[src/rtl/trim_prog_pkg.sv]
package trim_prog_pkg;

    parameter int unsigned TRIM_BITS = 11;
    parameter int unsigned IDX_W     = $clog2(TRIM_BITS + 1);

    typedef logic [TRIM_BITS-1:0] trim_word_t;
    typedef logic [IDX_W-1:0]     trim_idx_t;

    typedef enum logic [2:0] {
        ST_IDLE,
        ST_FRAME,
        ST_STROBE,
        ST_GAP,
        ST_HOLD,
        ST_COMPARE
    } seq_state_e;

    typedef enum logic [1:0] {
        PH_ERASE,
        PH_READ,
        PH_WRITE,
        PH_VERIFY
    } seq_phase_e;

    // Frame that selects a single position: all ones except bit pos.
    function automatic trim_word_t sel_frame(trim_idx_t pos);
        trim_word_t w;
        w = '1;
        for (int i = 0; i < TRIM_BITS; i++)
            if (trim_idx_t'(i) == pos) w[i] = 1'b0;
        return w;
    endfunction

    function automatic trim_idx_t count_ones(trim_word_t w);
        trim_idx_t n;
        n = '0;
        for (int i = 0; i < TRIM_BITS; i++)
            n = n + trim_idx_t'(w[i]);
        return n;
    endfunction

    // Lowest set position at or above from; TRIM_BITS when none.
    function automatic trim_idx_t first_from(trim_word_t m, trim_idx_t from);
        trim_idx_t r;
        r = trim_idx_t'(TRIM_BITS);
        for (int i = TRIM_BITS - 1; i >= 0; i--)
            if (m[i] && (trim_idx_t'(i) >= from)) r = trim_idx_t'(i);
        return r;
    endfunction

endpackage

[src/rtl/trim_wait_timer.sv]
module trim_wait_timer #(
    parameter int unsigned TW = 8
) (
    input  logic          clk,
    input  logic          rst,
    input  logic          load,
    input  logic [TW-1:0] value,
    output logic          zero
);

    logic [TW-1:0] cnt_q;

    always_ff @(posedge clk) begin
        if (rst)
            cnt_q <= '0;
        else if (load)
            cnt_q <= value;
        else if (cnt_q != '0)
            cnt_q <= cnt_q - 1'b1;
    end

    assign zero = (cnt_q == '0);


    timer_rest_chk: assert property (@(posedge clk) disable iff (rst)
        (zero && !load) |=> zero);

endmodule

[src/rtl/trim_frame_tx.sv]
module trim_frame_tx
    import trim_prog_pkg::*;
#(
    parameter int unsigned HALF_DIV = 10
) (
    input  logic       clk,
    input  logic       rst,
    input  logic       load,
    input  trim_word_t word,
    output logic       sclk,
    output logic       sdat,
    output logic       done
);

    localparam int unsigned CW   = (HALF_DIV > 1) ? $clog2(HALF_DIV) : 1;
    localparam trim_idx_t   LAST = trim_idx_t'(TRIM_BITS - 1);

    logic          active_q;
    logic [CW-1:0] cnt_q;
    trim_idx_t     pos_q;
    trim_word_t    sh_q;
    logic          sclk_q, sdat_q, done_q;

    always_ff @(posedge clk) begin
        if (rst) begin
            active_q <= 1'b0;
            cnt_q    <= '0;
            pos_q    <= '0;
            sh_q     <= '0;
            sclk_q   <= 1'b0;
            sdat_q   <= 1'b0;
            done_q   <= 1'b0;
        end else begin
            done_q <= 1'b0;
            if (load) begin
                active_q <= 1'b1;
                sh_q     <= word;
                pos_q    <= '0;
                cnt_q    <= '0;
                sclk_q   <= 1'b0;
                sdat_q   <= word[0];
            end else if (active_q) begin
                if (cnt_q == CW'(HALF_DIV - 1)) begin
                    cnt_q <= '0;
                    if (!sclk_q) begin
                        sclk_q <= 1'b1;
                    end else if (pos_q == LAST) begin
                        active_q <= 1'b0;
                        done_q   <= 1'b1;
                    end else begin
                        sclk_q <= 1'b0;
                        pos_q  <= pos_q + 1'b1;
                        sdat_q <= sh_q[pos_q + 1'b1];
                    end
                end else begin
                    cnt_q <= cnt_q + 1'b1;
                end
            end
        end
    end

    assign sclk = sclk_q;
    assign sdat = sdat_q;
    assign done = done_q;


    data_at_rise_chk: assert property (@(posedge clk) disable iff (rst)
        $rose(sclk_q) |-> $stable(sdat_q));

endmodule

[src/rtl/trim_prog_seq.sv]
module trim_prog_seq
    import trim_prog_pkg::*;
#(
    parameter int unsigned HALF_DIV   = 10,
    parameter int unsigned STROBE_CYC = 1000000,
    parameter int unsigned IDLE_CYC   = 400,
    parameter int unsigned SETTLE_CYC = 8
) (
    input  logic                 clk,
    input  logic                 rst,
    input  logic                 start,
    input  logic                 erase_first,
    input  logic [TRIM_BITS-1:0] desired,
    input  logic                 rb_bit,
    output logic                 ser_clk,
    output logic                 ser_data,
    output logic                 prog_strobe,
    output logic                 busy,
    output logic                 done,
    output logic [IDX_W-1:0]     write_count,
    output logic                 verify_fail
);

    localparam int unsigned MAX_A = (STROBE_CYC > IDLE_CYC) ? STROBE_CYC : IDLE_CYC;
    localparam int unsigned MAX_C = (MAX_A > SETTLE_CYC) ? MAX_A : SETTLE_CYC;
    localparam int unsigned TW    = $clog2(MAX_C + 1);
    localparam trim_idx_t   LAST  = trim_idx_t'(TRIM_BITS - 1);
    localparam trim_idx_t   NONE  = trim_idx_t'(TRIM_BITS);

    seq_state_e st_q;
    seq_phase_e ph_q;
    trim_idx_t  idx_q, cnt_q;
    trim_word_t target_q, rb_q, diff_q;
    logic       done_q, fail_q;

    logic          tx_load, tx_done, tx_sclk, tx_sdat;
    trim_word_t    tx_word, rb_next, cmp_diff;
    logic          tmr_load, tmr_zero;
    logic [TW-1:0] tmr_val;
    trim_idx_t     nxt_wr, first_diff;

    assign cmp_diff   = rb_q ^ target_q;
    assign first_diff = first_from(cmp_diff, '0);
    assign nxt_wr     = first_from(diff_q, idx_q + 1'b1);

    always_comb begin
        rb_next = rb_q;
        for (int i = 0; i < TRIM_BITS; i++)
            if (trim_idx_t'(i) == idx_q) rb_next[i] = rb_bit;
    end

    always_comb begin
        tx_load  = 1'b0;
        tx_word  = '1;
        tmr_load = 1'b0;
        tmr_val  = '0;
        unique case (st_q)
            ST_IDLE: if (start) begin
                tx_load = 1'b1;
                tx_word = erase_first ? '1 : sel_frame('0);
            end
            ST_FRAME: if (tx_done) begin
                tmr_load = 1'b1;
                tmr_val  = (ph_q == PH_ERASE || ph_q == PH_WRITE) ?
                           TW'(STROBE_CYC - 1) : TW'(SETTLE_CYC - 1);
            end
            ST_STROBE: if (tmr_zero) begin
                tmr_load = 1'b1;
                tmr_val  = TW'(IDLE_CYC - 1);
            end
            ST_GAP: if (tmr_zero) begin
                tx_load = 1'b1;
                tx_word = (ph_q == PH_WRITE && nxt_wr != NONE) ?
                          sel_frame(nxt_wr) : sel_frame('0);
            end
            ST_HOLD: if (tmr_zero && idx_q != LAST) begin
                tx_load = 1'b1;
                tx_word = sel_frame(idx_q + 1'b1);
            end
            ST_COMPARE: begin
                tx_load = 1'b1;
                tx_word = (cmp_diff != '0) ? sel_frame(first_diff) : sel_frame('0);
            end
            default: ;
        endcase
    end

    always_ff @(posedge clk) begin
        if (rst) begin
            st_q     <= ST_IDLE;
            ph_q     <= PH_READ;
            idx_q    <= '0;
            cnt_q    <= '0;
            target_q <= '0;
            rb_q     <= '0;
            diff_q   <= '0;
            done_q   <= 1'b0;
            fail_q   <= 1'b0;
        end else begin
            unique case (st_q)
                ST_IDLE: if (start) begin
                    target_q <= ~desired;
                    done_q   <= 1'b0;
                    fail_q   <= 1'b0;
                    cnt_q    <= '0;
                    idx_q    <= '0;
                    ph_q     <= erase_first ? PH_ERASE : PH_READ;
                    st_q     <= ST_FRAME;
                end
                ST_FRAME: if (tx_done)
                    st_q <= (ph_q == PH_ERASE || ph_q == PH_WRITE) ? ST_STROBE : ST_HOLD;
                ST_STROBE: if (tmr_zero)
                    st_q <= ST_GAP;
                ST_GAP: if (tmr_zero) begin
                    st_q <= ST_FRAME;
                    if (ph_q == PH_ERASE) begin
                        ph_q  <= PH_READ;
                        idx_q <= '0;
                    end else if (nxt_wr != NONE) begin
                        idx_q <= nxt_wr;
                    end else begin
                        ph_q  <= PH_VERIFY;
                        idx_q <= '0;
                    end
                end
                ST_HOLD: if (tmr_zero) begin
                    rb_q <= rb_next;
                    if (idx_q != LAST) begin
                        idx_q <= idx_q + 1'b1;
                        st_q  <= ST_FRAME;
                    end else if (ph_q == PH_READ) begin
                        st_q <= ST_COMPARE;
                    end else begin
                        fail_q <= (rb_next != target_q);
                        done_q <= 1'b1;
                        st_q   <= ST_IDLE;
                    end
                end
                ST_COMPARE: begin
                    diff_q <= cmp_diff;
                    cnt_q  <= count_ones(cmp_diff);
                    st_q   <= ST_FRAME;
                    if (cmp_diff != '0) begin
                        ph_q  <= PH_WRITE;
                        idx_q <= first_diff;
                    end else begin
                        ph_q  <= PH_VERIFY;
                        idx_q <= '0;
                    end
                end
                default: st_q <= ST_IDLE;
            endcase
        end
    end

    trim_frame_tx #(.HALF_DIV(HALF_DIV)) u_tx (
        .clk  (clk),
        .rst  (rst),
        .load (tx_load),
        .word (tx_word),
        .sclk (tx_sclk),
        .sdat (tx_sdat),
        .done (tx_done)
    );

    trim_wait_timer #(.TW(TW)) u_tmr (
        .clk   (clk),
        .rst   (rst),
        .load  (tmr_load),
        .value (tmr_val),
        .zero  (tmr_zero)
    );

    assign busy        = (st_q != ST_IDLE);
    assign ser_clk     = busy ? tx_sclk : 1'b0;
    assign ser_data    = (st_q == ST_HOLD) ? 1'b1 : (busy ? tx_sdat : 1'b0);
    assign prog_strobe = (st_q == ST_STROBE);
    assign done        = done_q;
    assign write_count = cnt_q;
    assign verify_fail = fail_q;

    logic [31:0] strb_run;
    always_ff @(posedge clk) begin
        if (rst)              strb_run <= '0;
        else if (prog_strobe) strb_run <= strb_run + 1'b1;
        else                  strb_run <= '0;
    end


    strobe_width_chk: assert property (@(posedge clk) disable iff (rst)
        $fell(prog_strobe) |-> (strb_run == STROBE_CYC));


    clk_high_in_strobe_chk: assert property (@(posedge clk) disable iff (rst)
        prog_strobe |-> ser_clk);


    done_not_busy_chk: assert property (@(posedge clk) disable iff (rst)
        done |-> !busy);


    fail_with_done_chk: assert property (@(posedge clk) disable iff (rst)
        verify_fail |-> done);


    busy_start_ignored_chk: assert property (@(posedge clk) disable iff (rst)
        (busy && start) |=> $stable(target_q));

endmodule

[config.mk]
export PLATFORM = sky130hd
export DESIGN_NAME = trim_prog_seq
export DESIGN_NICKNAME = d
export VERILOG_FILES = /design/src/rtl/trim_prog_pkg.sv /design/src/rtl/trim_wait_timer.sv /design/src/rtl/trim_frame_tx.sv /design/src/rtl/trim_prog_seq.sv
export SDC_FILE = /design/constraint.sdc
export NUM_CORES = 1
export LEC_CHECK = 0
export ABC_AREA = 1
export BUFFER_PORTS_ARGS = -buffer_cell sky130_fd_sc_hd__buf_2
export CAP_MARGIN = 30
export CORE_ASPECT_RATIO = 0.9
export CORE_MARGIN = 2
export CORE_UTILIZATION = 30
export CTS_CLUSTER_SIZE = 8
export DETAILED_ROUTE_END_ITERATION = 10
export SLEW_MARGIN = 40
export SYNTH_ARGS = -nofsm -noshare
export SYNTH_HDL_FRONTEND = slang
export SYNTH_SLANG_ARGS = --single-unit
[constraint.sdc]
create_clock -name clk -period 4.37 [get_ports clk]
set_clock_uncertainty 0.2 [all_clocks]
set_input_delay 0.874 -clock clk [delete_from_list [all_inputs] [get_ports clk]]
set_output_delay 0.874 -clock clk [all_outputs]
set_load 0.02 [all_outputs]
==> results by group, run 1 <==
Die
  • Std-Cell Rows: 47
  • Ports: 26
  • Die extent in x: 148 um
  • Initial Util: 0.305
  • Chip height: 134 um
  • Core area: 18300 um^2
  • Die area: 19800 um^2

Hold path
  • Hold path startpoint: u_tx.sh_q[0]
  • Hold/Removal Path Class: flop to flop
  • Hold Path Sink: u_tx.sh_q[0]
  • Min-Delay Path Depth: 2

Finish
  • Post-route core utilization: 0.344
  • # fillers: 2028
  • Sequential cell area: 1820 um^2
  • N_diodes: 0
  • Fin nets: 863
  • Fraction of layout cells with a size suffix above 1: 0.114
  • Synth-to-Final Area Change: 12.6%
  • Area taken by multi-input logic gates: 3310 um^2
  • Design area: 6300 um^2

Worst setup path
  • Required time worst endpoint: 4430 ps
  • R2r worst-path depth: 10
  • Bufs and invs on worst path: 1
  • Most used cell, CP: fa_1
  • Worst r2r src: rb_q[1]
  • R2R Setup Slk: 620 ps
  • Max incr delay on CP: 540 ps
  • Critical-path cell list: xnor2_1 -> inv_1 -> fa_1 -> fa_1 -> fa_1 -> fa_1 -> fa_1 -> xor2_1 -> nand2_1 -> a21oi_1
  • Critical path capture point type: flop
  • Crit path max-delay family: adder cells
  • Crit start category: flop
  • Crit-path max FO: 4
  • Reg2reg end: write_count[2]
  • Slowest CP cell: fa_1
  • Crit path kind: flop to flop
  • WP data arrival: 3810 ps

Synthesis
  • Yosys warns: 0
  • Register area share after synthesis: 0.325
  • Synth cell types: 50
  • Simple-gate share of the synthesized area: 0.293
  • Cell count after synthesis: 811
  • Largest family of logic cells by synthesized area: simple AND/OR/NAND/NOR gates
  • Post-synth top area share: 0.325
  • Post-synth EDFFs: 0
  • Post-synthesis mux area share: 0
  • Ys flop type: dfxtp_1
  • Synth Register Bits: 91
  • Fraction of registers with async set or reset after synthesis: 0
  • Area of the mapped netlist: 5600 um^2
  • Largest cells by area after synthesis: dfxtp_1, nand2_1, a21oi_1, o21ai_0, nor2_1
  • Synth Area in Adders: 0.0496
  • Yosys top cell by area: dfxtp_1
  • Xor/xnor share of the synthesized area: 0.0577
  • Count leader, synth: nand2_1
  • Synth Area in Compound Gates: 0.190
  • Syn Area/Cell: 6.90 um^2
  • Synth top cells by count: nand2_1, nor2_1, dfxtp_1
  • Post-synthesis net count: 845

Route
  • Post-DRT Antenna Nets: 0
  • Vias per inst: 4.99
  • DRC: 0
  • Routed len/inst: 14.4 um
  • Vias: 5381
  • Drt total wl: 15500 um
  • Initial DRC count: 388
  • DR pass1 iterations: 6

Clock network
  • Hold-fix buffers, CTS: 0
  • Post-CTS Setup Bufs: 0
  • CTS resizes: 0
  • Clock Latency Late Sink: 340 ps
  • Root buffer cell: clkbuf_16
  • Clock Tree Buf Depth: 2
  • Clock transition at path regs: 70 ps
  • Htree depth: 3
  • Cts bufs inserted: 9
  • CTS sink cnt: 91
  • CTS tree: yes

Global routing
  • Largest net degree at the start of global routing: 41
  • GR met1 Demand/Resource: 0.231
  • Met2 Usage GRT: 0.247
  • Initial antenna violation count: 0
  • First-pass GRT wire length: 25800 um
  • GRT Max-Usage Layer: met2
  • Met3 Track Usage GR: 0.0346
  • Number of global-route vias before repair: 5096
  • All-layer global routing usage: 0.163
  • Remaining Overflow, GRT: 0

Pwr
  • Pwr dens: 562 nW/um^2
  • Total power: 3.54 mW
  • P_leak: 2.75 nW
  • Max rail drop VDD: 212 uV

Place
  • Placed cell areas: 5960 um^2
  • Port bufs: 25
  • Dpl hpwl: 11700 um
  • Gpl congestion: 0.934

Timing
  • Fmax: 266 MHz
  • Post-route setup TNS: 0 ps
  • Final period util: 0.859
  • Tmin final: 3750 ps
  • Slew Viols, Final: 0
  • # setup viols final: 0
  • RSZ-0062 raised after global routing: no
  • Final hold vios: 0
  • Slew HR: 0.481
  • Measured slew at the worst slew-check pin: 770 ps

Status
  • Status: finished, final reports clean

Run
  • Maxcap violations: 0
## logic make-up after synthesis
kind of cell	count (synthesis)
flip-flops	91
AO/OA/AOI/OAI	192
AND/OR/NAND/NOR	357
XOR/XNOR	36
buffers and inverters	117
adder cells (fa/ha/maj)	18
## state kept, by name (all words and copies together) (netlist names)
name and flops:
idx_q 4, target_q 11, verify_fail 1, u_tx.done 1, u_tx.pos_q 4, ph_q 2, u_tmr.cnt_q 20, u_tx.active_q 1
diff_q 11, u_tx.sclk 1, u_tx.sh_q 11, st_q 3, done 1, u_tx.cnt_q 4, u_tx.sdat 1, rb_q 11
write_count 4
## cell usage in the layout, fill, tap and decap left out, types with 3 or more instances in the layout
master,netlist,layout
a211oi_1,8,8
a21oi_1,78,78
a31oi_1,9,9
and3_1,3,3
buf_2,2,25
buf_4,0,6
bufinv_16,0,3
clkbuf_16,0,9
dfxtp_1,91,91
fa_1,7,7
ha_1,11,11
inv_1,82,82
inv_2,8,8
nand2_1,144,144
nand2_2,5,5
nand2_4,5,5
nand3_1,30,30
nand4_1,12,12
nor2_1,101,100
nor3_1,19,19
nor4_1,11,11
o21ai_0,77,77
o21ai_1,3,3
o22ai_1,3,3
or2_2,16,16
xnor2_1,20,20
xor2_1,15,15
## how the worst max path moves through the flow
stage                      startpoint              to  slack, ps  depth (start not counted)
after detailed placement  target_q[1]  write_count[2]        630                         10
after floorplan               rb_q[1]  write_count[2]        880                         10
final                         rb_q[1]  write_count[2]        620                         10
after CTS                 target_q[1]  write_count[2]        600                         10
after global routing      target_q[1]  write_count[2]        370                         10
after global placement        rb_q[1]  write_count[2]        700                         10
## per-layer routing
layer,part of all wire,up-vias
met3,0.053,15
met1,0.50,2489
li1,-,2732
met2,0.43,145
met4,0.015,0
met5,0,-
## power breakdown
part	leakage, nW	total (mW)	switching [mW]	internal [mW]
registers	0.742	1.10	0.121	0.978
logic	1.84	1.55	1.01	0.539
clock network	0.166	0.896	0.323	0.573
total	2.75	3.54	1.45	2.09
## worst min-delay path, delay by kind of cell, from the launching register on
family / cells / cell delay [ps]
AO/OA/AOI/OAI: 1 / 50
AND/OR/NAND/NOR: 1 / 50
flip-flops: 1 / 310
## metrics by stage
| stage | setup slack, ps | instances | hold slack [ps] |
|---|---|---|---|
| finish | 616 | 1078 | 258 |
| global route | 370 | 1078 | 296 |
| CTS | 601 | 1078 | 260 |
| detailed placement | 628 | 1063 | 250 |
| global placement | 699 | 1063 | 248 |
| floorplan | 878 | 811 | 233 |
## area by class of cell
cell class                 count  area share
multi-input combinational    603       0.525
clock inverter                 4      0.0157
inverter                      93      0.0566
clock buffer                  11      0.0385
timing repair buffer          31      0.0270
sequential                    91       0.289
tap                          245      0.0486
Note: power is estimated with default switching activity, not from simulation.
==> inputs of run 2 (changes only) <==
--- a/config.mk
+++ b/config.mk
@@ -13,6 +13,8 @@
 export CORE_UTILIZATION = 30
 export CTS_CLUSTER_SIZE = 8
 export DETAILED_ROUTE_END_ITERATION = 10
+export GPL_TIMING_DRIVEN = 0
+export SETUP_SLACK_MARGIN = 0.05
 export SLEW_MARGIN = 40
 export SYNTH_ARGS = -nofsm -noshare
 export SYNTH_HDL_FRONTEND = slang
==> results by group, run 2 (same netlist as run 1, synthesis figures left out) <==
Worst setup path
  • Max incr delay on CP: 540 ps
  • WP data arrival: 3890 ps
  • Most used cell, CP: fa_1
  • Crit-path max FO: 4
  • Critical-path cell list: xnor2_1 -> inv_1 -> fa_1 -> fa_1 -> fa_1 -> fa_1 -> fa_1 -> xor2_1 -> nand2_1 -> a21oi_1
  • Crit path kind: flop to flop
  • Crit start category: flop
  • Critical path capture point type: flop
  • Slowest CP cell: fa_1
  • Required time worst endpoint: 4370 ps

Finish
  • Fin nets: 881
  • Largest Register: u_tmr.cnt_q
  • # fillers: 2025
  • Synth-to-Final Area Change: 13.4%
  • Leading cell type in the layout, fill and taps excluded: nand2_1
  • Most frequent cells in the layout: nand2_1, nor2_1, dfxtp_1
  • N_diodes: 0
  • Fraction of layout cells with a size suffix above 1: 0.108
  • Sequential cell area: 1820 um^2
  • Non-filler cells, final: 1097
  • Area taken by multi-input logic gates: 3300 um^2
  • Post-route core utilization: 0.346
  • Largest register FFs: 20

Pwr
  • Comb pwr share: 0.449
  • Pwr dens: 552 nW/um^2
  • Switching share of power: 0.421
  • Reg power frac: 0.314
  • Internal Pwr Total: 2.03 mW
  • P_leak: 2.75 nW
  • Sw Pwr: 1.48 mW
  • Max rail drop VDD: 204 uV
  • Clock Power Share: 0.237

Route
  • Vias per inst: 4.93
  • DR pass1 iterations: 5
  • Drt total wl: 16100 um
  • Post-DRT Antenna Nets: 0
  • Initial DRC count: 370
  • DRC: 0
  • Vias: 5407
  • Routed len/inst: 14.7 um

Timing
  • Tmin final: 3890 ps
  • Final period util: 0.890
  • Final hold vios: 0
  • RSZ-0062 raised after global routing: no
  • Fmax: 257 MHz
  • Slew HR: 0.487
  • Slew Viols, Final: 0
  • Measured slew at the worst slew-check pin: 763 ps
  • Post-route setup TNS: 0 ps
  • # setup viols final: 0

Place
  • Port bufs: 24
  • Gpl congestion: 0.957
  • Dpl hpwl: 12400 um
  • Inst Count DP: 1080

Die
  • Initial Util: 0.305
  • Core area: 18300 um^2
  • Die extent in x: 148 um
  • Chip height: 134 um
  • Std-Cell Rows: 47
  • Die area: 19800 um^2
  • Ports: 26

Global routing
  • Remaining Overflow, GRT: 0
  • Initial antenna violation count: 0
  • Number of global-route vias before repair: 5125
  • All-layer global routing usage: 0.169
  • Largest net degree at the start of global routing: 15
  • First-pass GRT wire length: 26500 um

Hold path
  • Hold/Removal Path Class: flop to flop

Clock network
  • Clock Tree Buf Depth: 2
  • Htree depth: 3
  • CTS resizes: 0
  • CTS sink cnt: 91
  • CTS tree: yes
  • Post-CTS Setup Bufs: 0
  • Root buffer cell: clkbuf_16
  • Cts bufs inserted: 9
  • Clock Latency Late Sink: 350 ps
  • Hold-fix buffers, CTS: 0
  • Clock transition at path regs: 70 ps

Status
  • Status: finished, final reports clean

Run
  • Maxcap violations: 0
-- run 2: cell types whose count changed in the layout (fill, tap and decap cells not counted), sizes merged --
| cell | previous run | this run |
|---|---|---|
| bufinv | 3 | 2 |
| buf | 31 | 30 |
| clkinv | 3 | 2 |
| clkinvlp | 0 | 2 |
| clkbuf | 11 | 31 |
-- run 2: critical path: cells and delay by family (launching register included) --
family	cells	cell delay [ps]
buf+inv	1	200
fa+ha+maj	5	2310
xor+xnor	2	590
compound gates	1	60
simple gates	1	50
flops	1	330
-- run 2: through the flow --
step | total power [mW] | area (um^2) | worst slack [ps] | hold WS, ps
2_1_floorplan | 2.27 | 5600 | 878 | 233
3_3_place_gp | 2.67 | 6020 | 449 | 246
3_5_place_dp | 2.67 | 6020 | 449 | 251
4_1_cts | 3.50 | 6340 | 421 | 261
5_1_grt | 3.80 | 6350 | 227 | 279
6_report | 3.50 | 6350 | 482 | 260
-- run 2: power groups by stage --
stage | Combinational (mW) | Clock, mW | Sequential, mW
after CTS | 1.56 | 0.846 | 1.10
final | 1.57 | 0.830 | 1.10
after global routing | 1.80 | 0.878 | 1.12
after detailed placement | 1.55 | 0 | 1.11
after floorplan | 1.19 | 0 | 1.08
after global placement | 1.55 | 0 | 1.11
-- run 2: path summary, 6_finish.rpt --
path,cells after the start,slack (ps),startpoint,end
worst min register to register,2,260,write_count[1],write_count[1]
worst min-delay path,2,260,write_count[1],write_count[1]
worst max register to register,10,480,rb_q[1],write_count[2]
worst max-delay path,10,480,rb_q[1],write_count[2]
-- run 2: cell type report --
cell class	count	area share
tap	245	0.0483
buffer	24	0.0181
multi-input combinational	603	0.521
timing repair buffer	25	0.0207
clock buffer	12	0.0373
sequential	91	0.287
clock inverter	4	0.0118
inverter	93	0.0562
-- run 2: per-layer routing --
metal | vias to the layer above | track usage | part of all wire
met4 | 0 | 0.0540 | 0.019
met2 | 153 | 0.257 | 0.43
met5 | - | 0 | 0
met3 | 20 | 0.0284 | 0.049
li1 | 2763 | - | -
met1 | 2471 | 0.243 | 0.50
